--- src/rtl/acc_alu_pkg.sv ---
package acc_alu_pkg;

    localparam int DATA_W   = 8;
    localparam int NIB_W    = 4;
    localparam int NUM_NIBS = DATA_W / NIB_W;
    localparam int OP_W     = 3;

    typedef enum logic [OP_W-1:0] {
        OP_ADD = 3'd0,
        OP_ADC = 3'd1,
        OP_SUB = 3'd2,
        OP_SBB = 3'd3,
        OP_CMP = 3'd4,
        OP_INC = 3'd5,
        OP_DEC = 3'd6,
        OP_RSV = 3'd7
    } alu_op_e;

    // bit order matters: it is the flag port layout
    typedef struct packed {
        logic sign;
        logic zero;
        logic aux;
        logic parity;
        logic carry;
    } flags_t;

    localparam int FLAG_W = $bits(flags_t);

    typedef struct packed {
        logic [DATA_W-1:0] a;
        logic [DATA_W-1:0] b;
        logic              cin;
        logic              is_sub;
        logic              keep_cy;
        logic              wr_acc;
        logic              valid;
    } alu_ctrl_t;

    typedef struct packed {
        logic [DATA_W-1:0] sum;
        logic              c_out;
        logic              c_aux;
    } adder_out_t;

    function automatic logic even_parity(input logic [DATA_W-1:0] v);
        return ~^v;
    endfunction

endpackage

--- src/rtl/acc_alu_opsel.sv ---
module acc_alu_opsel
    import acc_alu_pkg::*;
(
    input  logic [OP_W-1:0]   op,
    input  logic [DATA_W-1:0] acc,
    input  logic              cy,
    input  logic [DATA_W-1:0] operand,
    output alu_ctrl_t         ctrl
);

    localparam logic [DATA_W-1:0] ONE = DATA_W'(1);

    always_comb begin
        ctrl         = '0;
        ctrl.a       = acc;
        ctrl.b       = operand;
        ctrl.valid   = 1'b1;
        unique case (alu_op_e'(op))
            OP_ADD: ctrl.wr_acc = 1'b1;
            OP_ADC: begin
                ctrl.cin    = cy;
                ctrl.wr_acc = 1'b1;
            end
            OP_SUB: begin
                ctrl.b      = ~operand;
                ctrl.cin    = 1'b1;
                ctrl.is_sub = 1'b1;
                ctrl.wr_acc = 1'b1;
            end
            OP_SBB: begin
                ctrl.b      = ~operand;
                ctrl.cin    = ~cy;
                ctrl.is_sub = 1'b1;
                ctrl.wr_acc = 1'b1;
            end
            OP_CMP: begin
                ctrl.b      = ~operand;
                ctrl.cin    = 1'b1;
                ctrl.is_sub = 1'b1;
            end
            OP_INC: begin
                ctrl.a       = operand;
                ctrl.b       = ONE;
                ctrl.keep_cy = 1'b1;
            end
            OP_DEC: begin
                ctrl.a       = operand;
                ctrl.b       = ~ONE;
                ctrl.cin     = 1'b1;
                ctrl.is_sub  = 1'b1;
                ctrl.keep_cy = 1'b1;
            end
            default: ctrl.valid = 1'b0;
        endcase
    end

endmodule

--- src/rtl/acc_alu_adder.sv ---
module acc_alu_adder
    import acc_alu_pkg::*;
(
    input  logic [DATA_W-1:0] a,
    input  logic [DATA_W-1:0] b,
    input  logic              cin,
    output adder_out_t        res
);

    logic [NUM_NIBS:0]   carry;
    logic [DATA_W-1:0]   sum;

    assign carry[0] = cin;

    for (genvar g = 0; g < NUM_NIBS; g++) begin : g_nib
        logic [NIB_W:0] part;
        assign part = {1'b0, a[g*NIB_W +: NIB_W]}
                    + {1'b0, b[g*NIB_W +: NIB_W]}
                    + {{NIB_W{1'b0}}, carry[g]};
        assign sum[g*NIB_W +: NIB_W] = part[NIB_W-1:0];
        assign carry[g+1]            = part[NIB_W];
    end

    assign res.sum   = sum;
    assign res.c_out = carry[NUM_NIBS];
    assign res.c_aux = carry[1];

endmodule

--- src/rtl/acc_alu_flaggen.sv ---
module acc_alu_flaggen
    import acc_alu_pkg::*;
(
    input  adder_out_t add,
    input  logic       is_sub,
    input  logic       keep_cy,
    input  logic       old_cy,
    output flags_t     flags
);

    always_comb begin
        flags.sign   = add.sum[DATA_W-1];
        flags.zero   = (add.sum == '0);
        flags.aux    = add.c_aux;
        flags.parity = even_parity(add.sum);
        if (keep_cy)
            flags.carry = old_cy;
        else
            flags.carry = is_sub ? ~add.c_out : add.c_out;
    end

endmodule

--- src/rtl/acc_alu_top.sv ---
module acc_alu_top
    import acc_alu_pkg::*;
(
    input  logic              clk,
    input  logic              rst,
    input  logic              load_i,
    input  logic [OP_W-1:0]   op_i,
    input  logic [DATA_W-1:0] operand_i,
    output logic [DATA_W-1:0] acc_o,
    output logic [DATA_W-1:0] result_o,
    output logic [FLAG_W-1:0] flags_o
);

    logic [DATA_W-1:0] acc_q;
    logic [DATA_W-1:0] res_q;
    flags_t            flags_q;
    alu_ctrl_t         ctrl;
    adder_out_t        add;
    flags_t            flags_nx;

    acc_alu_opsel u_opsel (
        .op      (op_i),
        .acc     (acc_q),
        .cy      (flags_q.carry),
        .operand (operand_i),
        .ctrl    (ctrl)
    );

    acc_alu_adder u_adder (
        .a   (ctrl.a),
        .b   (ctrl.b),
        .cin (ctrl.cin),
        .res (add)
    );

    acc_alu_flaggen u_flaggen (
        .add     (add),
        .is_sub  (ctrl.is_sub),
        .keep_cy (ctrl.keep_cy),
        .old_cy  (flags_q.carry),
        .flags   (flags_nx)
    );

    always_ff @(posedge clk) begin
        if (rst) begin
            acc_q   <= '0;
            res_q   <= '0;
            flags_q <= '0;
        end else if (load_i && ctrl.valid) begin
            res_q   <= add.sum;
            flags_q <= flags_nx;
            if (ctrl.wr_acc)
                acc_q <= add.sum;
        end
    end

    assign acc_o    = acc_q;
    assign result_o = res_q;
    assign flags_o  = flags_q;

    assert_hold_R2: assert property (@(posedge clk) disable iff (rst)
        !load_i |=> ($stable(acc_q) && $stable(res_q) && $stable(flags_q)));

    assert_cmp_keeps_acc_R7: assert property (@(posedge clk) disable iff (rst)
        (load_i && op_i == OP_CMP) |=> $stable(acc_q));

    assert_incdec_carry_R8: assert property (@(posedge clk) disable iff (rst)
        (load_i && (op_i == OP_INC || op_i == OP_DEC))
        |=> (flags_q.carry == $past(flags_q.carry)) && $stable(acc_q));

    assert_zero_sign_R9: assert property (@(posedge clk) disable iff (rst)
        (load_i && op_i != OP_RSV)
        |=> (flags_q.zero == (res_q == '0)) && (flags_q.sign == res_q[DATA_W-1]));

    assert_reserved_R11: assert property (@(posedge clk) disable iff (rst)
        (load_i && op_i == OP_RSV)
        |=> ($stable(acc_q) && $stable(res_q) && $stable(flags_q)));

    assert_add_writes_acc_R12: assert property (@(posedge clk) disable iff (rst)
        (load_i && op_i <= OP_SBB) |=> (acc_q == res_q));

endmodule

--- config.mk ---
export PLATFORM = sky130hd
export DESIGN_NAME = acc_alu_top
export DESIGN_NICKNAME = d
export VERILOG_FILES = /design/src/rtl/acc_alu_pkg.sv /design/src/rtl/acc_alu_opsel.sv /design/src/rtl/acc_alu_adder.sv /design/src/rtl/acc_alu_flaggen.sv /design/src/rtl/acc_alu_top.sv
export SDC_FILE = /design/constraint.sdc
export NUM_CORES = 1
export LEC_CHECK = 0
export BUFFER_PORTS_ARGS = -buffer_cell sky130_fd_sc_hd__buf_2
export CAP_MARGIN = 30
export CELL_PAD_IN_SITES_DETAIL_PLACEMENT = 1
export CELL_PAD_IN_SITES_GLOBAL_PLACEMENT = 1
export CORE_ASPECT_RATIO = 1.4
export CORE_MARGIN = 1
export CORE_UTILIZATION = 43
export CTS_CLUSTER_DIAMETER = 50
export DETAILED_ROUTE_END_ITERATION = 6
export MAX_ROUTING_LAYER = met4
export PLACE_DENSITY_LB_ADDON = 0.1
export REMOVE_ABC_BUFFERS = 1
export SYNTH_ARGS = -nofsm -noshare
export SYNTH_HDL_FRONTEND = slang
export SYNTH_SLANG_ARGS = --single-unit
--- constraint.sdc ---
create_clock -name clk -period 9 [get_ports clk]
set_clock_uncertainty 0.2 [all_clocks]
set_input_delay 0 -clock clk [delete_from_list [all_inputs] [get_ports clk]]
set_output_delay 0 -clock clk [all_outputs]
set_load 0.01 [all_outputs]
==> key figures <==
Floorplanning
  • Core footprint: 0.00364 mm²
  • Initial Util: 44.5%
  • Die Area: 0.00403 mm²
  • Die Y: 74.7 µm
  • Die W: 53.9 µm
  • Num rows: 26
  • IO Pins: 35

Clock network
  • Clock slew at reported path FFs: 0.08 ns
  • Clk buf depth: 2
  • CTS buffer count: 3
  • Clock Latency Late Sink: 0.26 ns
  • H-tree levels: 1
  • CTS tree: built
  • Setup bufs post-CTS: 0
  • Clk sinks: 20
  • Root buffer cell: clkbuf_8

Yosys
  • Top post-synthesis cells by area: dfxtp_1 25%, ha_1 7.7%, a21oi_1 7.1%
  • Post-synth top area share: 24.7%
  • Yosys synthesis warning count: 0
  • Dominant cell type by area after synthesis: dfxtp_1
  • EDFF count, synth: 0
  • Top_reg_cell synth: dfxtp_1
  • Top cells by count, synth: 25 x nand2_1, 23 x a21oi_1, 20 x dfxtp_1
  • Syn Std Cell Area: 0.00162 mm²
  • Seq/Total Area, Yosys: 24.7%
  • Syn Inst Count: 195
  • Post-synth ARST share: 0%
  • Most frequent cell after synthesis: nand2_1
  • Synth Area per Inst: 8.32 µm²
  • Flops & latches, synth: 20
  • Synth cell types: 36

Cells and area
  • Nets: 249
  • Final Non-Filler Cells: 262
  • # diodes: 0
  • Fraction of layout cells with a size suffix above 1: 21.4%
  • Area growth, synth to finish: 12.5%

GRT
  • Overall Global Routing Usage: 24.8%
  • First-pass GRT wire length: 6.87 mm
  • GRT overflow: 0
  • Vias in the first global route: 1475
  • Initial antenna violation count: 0
  • Largest net degree at the start of global routing: 28

STA
  • Post-layout min period: 4.11 ns
  • Actual slew at the worst max-slew pin: 0.688 ns
  • Setup violators final: 0
  • TNS Setup: 0 ns
  • Slew HR: 54.1%
  • Hold Worst Slack: -0.000307 ns
  • Max Clock Freq: 0.243 GHz
  • Fin. Hold Viols: 1
  • Fin crit share: 45.7%
  • Fin. max-slew vios: 0
  • Unrepaired setup endpoints after global routing: false

Worst setup path
  • Crit path launch type: input pin
  • WP data arrival: 4.10 ns
  • CP Max Fanout: 19
  • CP Data Required Time: 8.99 ns
  • Crit Path Class: in -> reg
  • Setup crit end kind: register

Route
  • Vias post-DR: 1459
  • Final wirelength: 4.22 mm
  • First drt pass iteration count: 4
  • DRC: 0
  • Vias per cell: 5.57
  • Detail Route Antenna Nets: 0
  • WL/cell: 16.1 µm
  • Detailed router's first-iteration violation count: 15

Placement
  • Post-placement cell count: 257
  • Half-perimeter wire length after detailed placement: 3.25 mm
  • Gpl congestion: 0.847
  • # port buffers: 34

Min path
  • Worst hold path type: in -> reg

Run
  • MaxCap Viol Count: 0

Power and ir drop
  • Worst IR drop on VDD: 99.1 µV
  • Leak: 0.863 nW
  • Power, Total: 0.000362 W
  • Power Density: 198 mW/mm²

Status
  • Outcome: finished, violations left
  • Failing checks: negative hold slack
-- cell type report --
type / instances / area (µm²)
inverters: 12 / 45.0
multi-input cells: 149 / 1090
clock buffers: 4 / 55.1
well taps: 42 / 52.6
repair buffers: 35 / 180
fillers: 467 / 1820
flip-flops and latches: 20 / 400
-- power by group --
part / internal [W] / switching (W)
Clock: 0.0000389 / 0.0000313
Combinational: 0.0000847 / 0.0000990
Sequential: 0.000101 / 0.00000729
-- cells in the final DEF (no fill, tap or decap), types with 2 or more instances in the layout --
master	n
dfxtp_1	20
xor2_1	7
a211oi_1	4
xnor2_1	10
ha_1	10
o311ai_1	4
mux2i_1	7
nand2_1	25
clkbuf_8	4
nand2b_1	4
o21ai_0	3
mux2_1	5
buf_2	34
inv_2	2
nor2b_1	2
a21o_1	4
fa_1	4
mux2_4	2
or4_1	4
nand3b_1	4
nor2_1	16
inv_1	10
o21a_1	2
a21oi_1	23
-- registers in the layout, indices dropped and copies added (netlist names) --
name	count
acc_o	8
flags_o	4
result_o	8
-- final timing paths --
path	cells past startpoint	from	slack, ns	endpoint
setup reg to reg	19	flags_o[0]	5.13	flags_o[1]
hold / removal	3	load_i	-0.0003	result_o[3]
hold reg to reg	2	flags_o[3]	0.25	flags_o[3]
setup / recovery	18	op_i[1]	4.89	flags_o[1]
-- what timing repair did --
item,4_1_cts,5_1_grt
endpoints found under the hold margin,9,0
resized for setup,0,0
hold buffers,1,0
-- per-layer routing --
layer / GRT usage [%] / routed length, µm / up-vias
met3: 2.63 / 143 / 8
met4: 11.4 / 110 / 0
met2: 40.9 / 2130 / 31
li1: - / - / 716
met1: 29.6 / 1840 / 704
met5: - / 0 / -
-- worst max-delay path, cell delays in order --
cell and delay [ns]:
buf_2 0.34, xor2_1 0.21, nand2_2 0.21, mux2_1 0.41, fa_1 0.42, inv_1 0.08
fa_1 0.20, nor2b_1 0.05, o21ai_0 0.20, nand2_1 0.10, fa_1 0.41, inv_1 0.09
fa_1 0.46, ha_1 0.31, xnor2_1 0.22, xnor2_1 0.15, nand2_1 0.07, a21oi_1 0.15
-- per-stage QoR --
| step | setup slack (ns) | cell area [µm²] | utilization (%) | hold slack [ns] |
|---|---|---|---|---|
| after global placement | 4.76 | 1760 | 48.3 | 0.214 |
| after global routing | 4.60 | 1830 | 50.1 | 0.0184 |
| final | 4.89 | 1830 | 50.1 | -0.000307 |
| after floorplan | 5.40 | 1540 | - | -0.131 |
| after CTS | 4.87 | 1830 | 50.1 | 0.00799 |
| after detailed placement | 4.64 | 1760 | 48.3 | 0.216 |
-- cells by family (layout without fill, tap and decap cells) --
| group | Yosys count | count (layout) | synth area share, % |
|---|---|---|---|
| flip-flops | 20 | 20 | 24.7 |
| buffers and inverters | 26 | 51 | 8.02 |
| multiplexers | 15 | 15 | 10.3 |
| AO/OA/AOI/OAI | 43 | 43 | 16.3 |
| adder cells (fa/ha/maj) | 14 | 14 | 12.6 |
| XOR/XNOR | 17 | 17 | 9.17 |
| AND/OR/NAND/NOR | 60 | 60 | 18.8 |
Power figures use the tool's default switching activity.
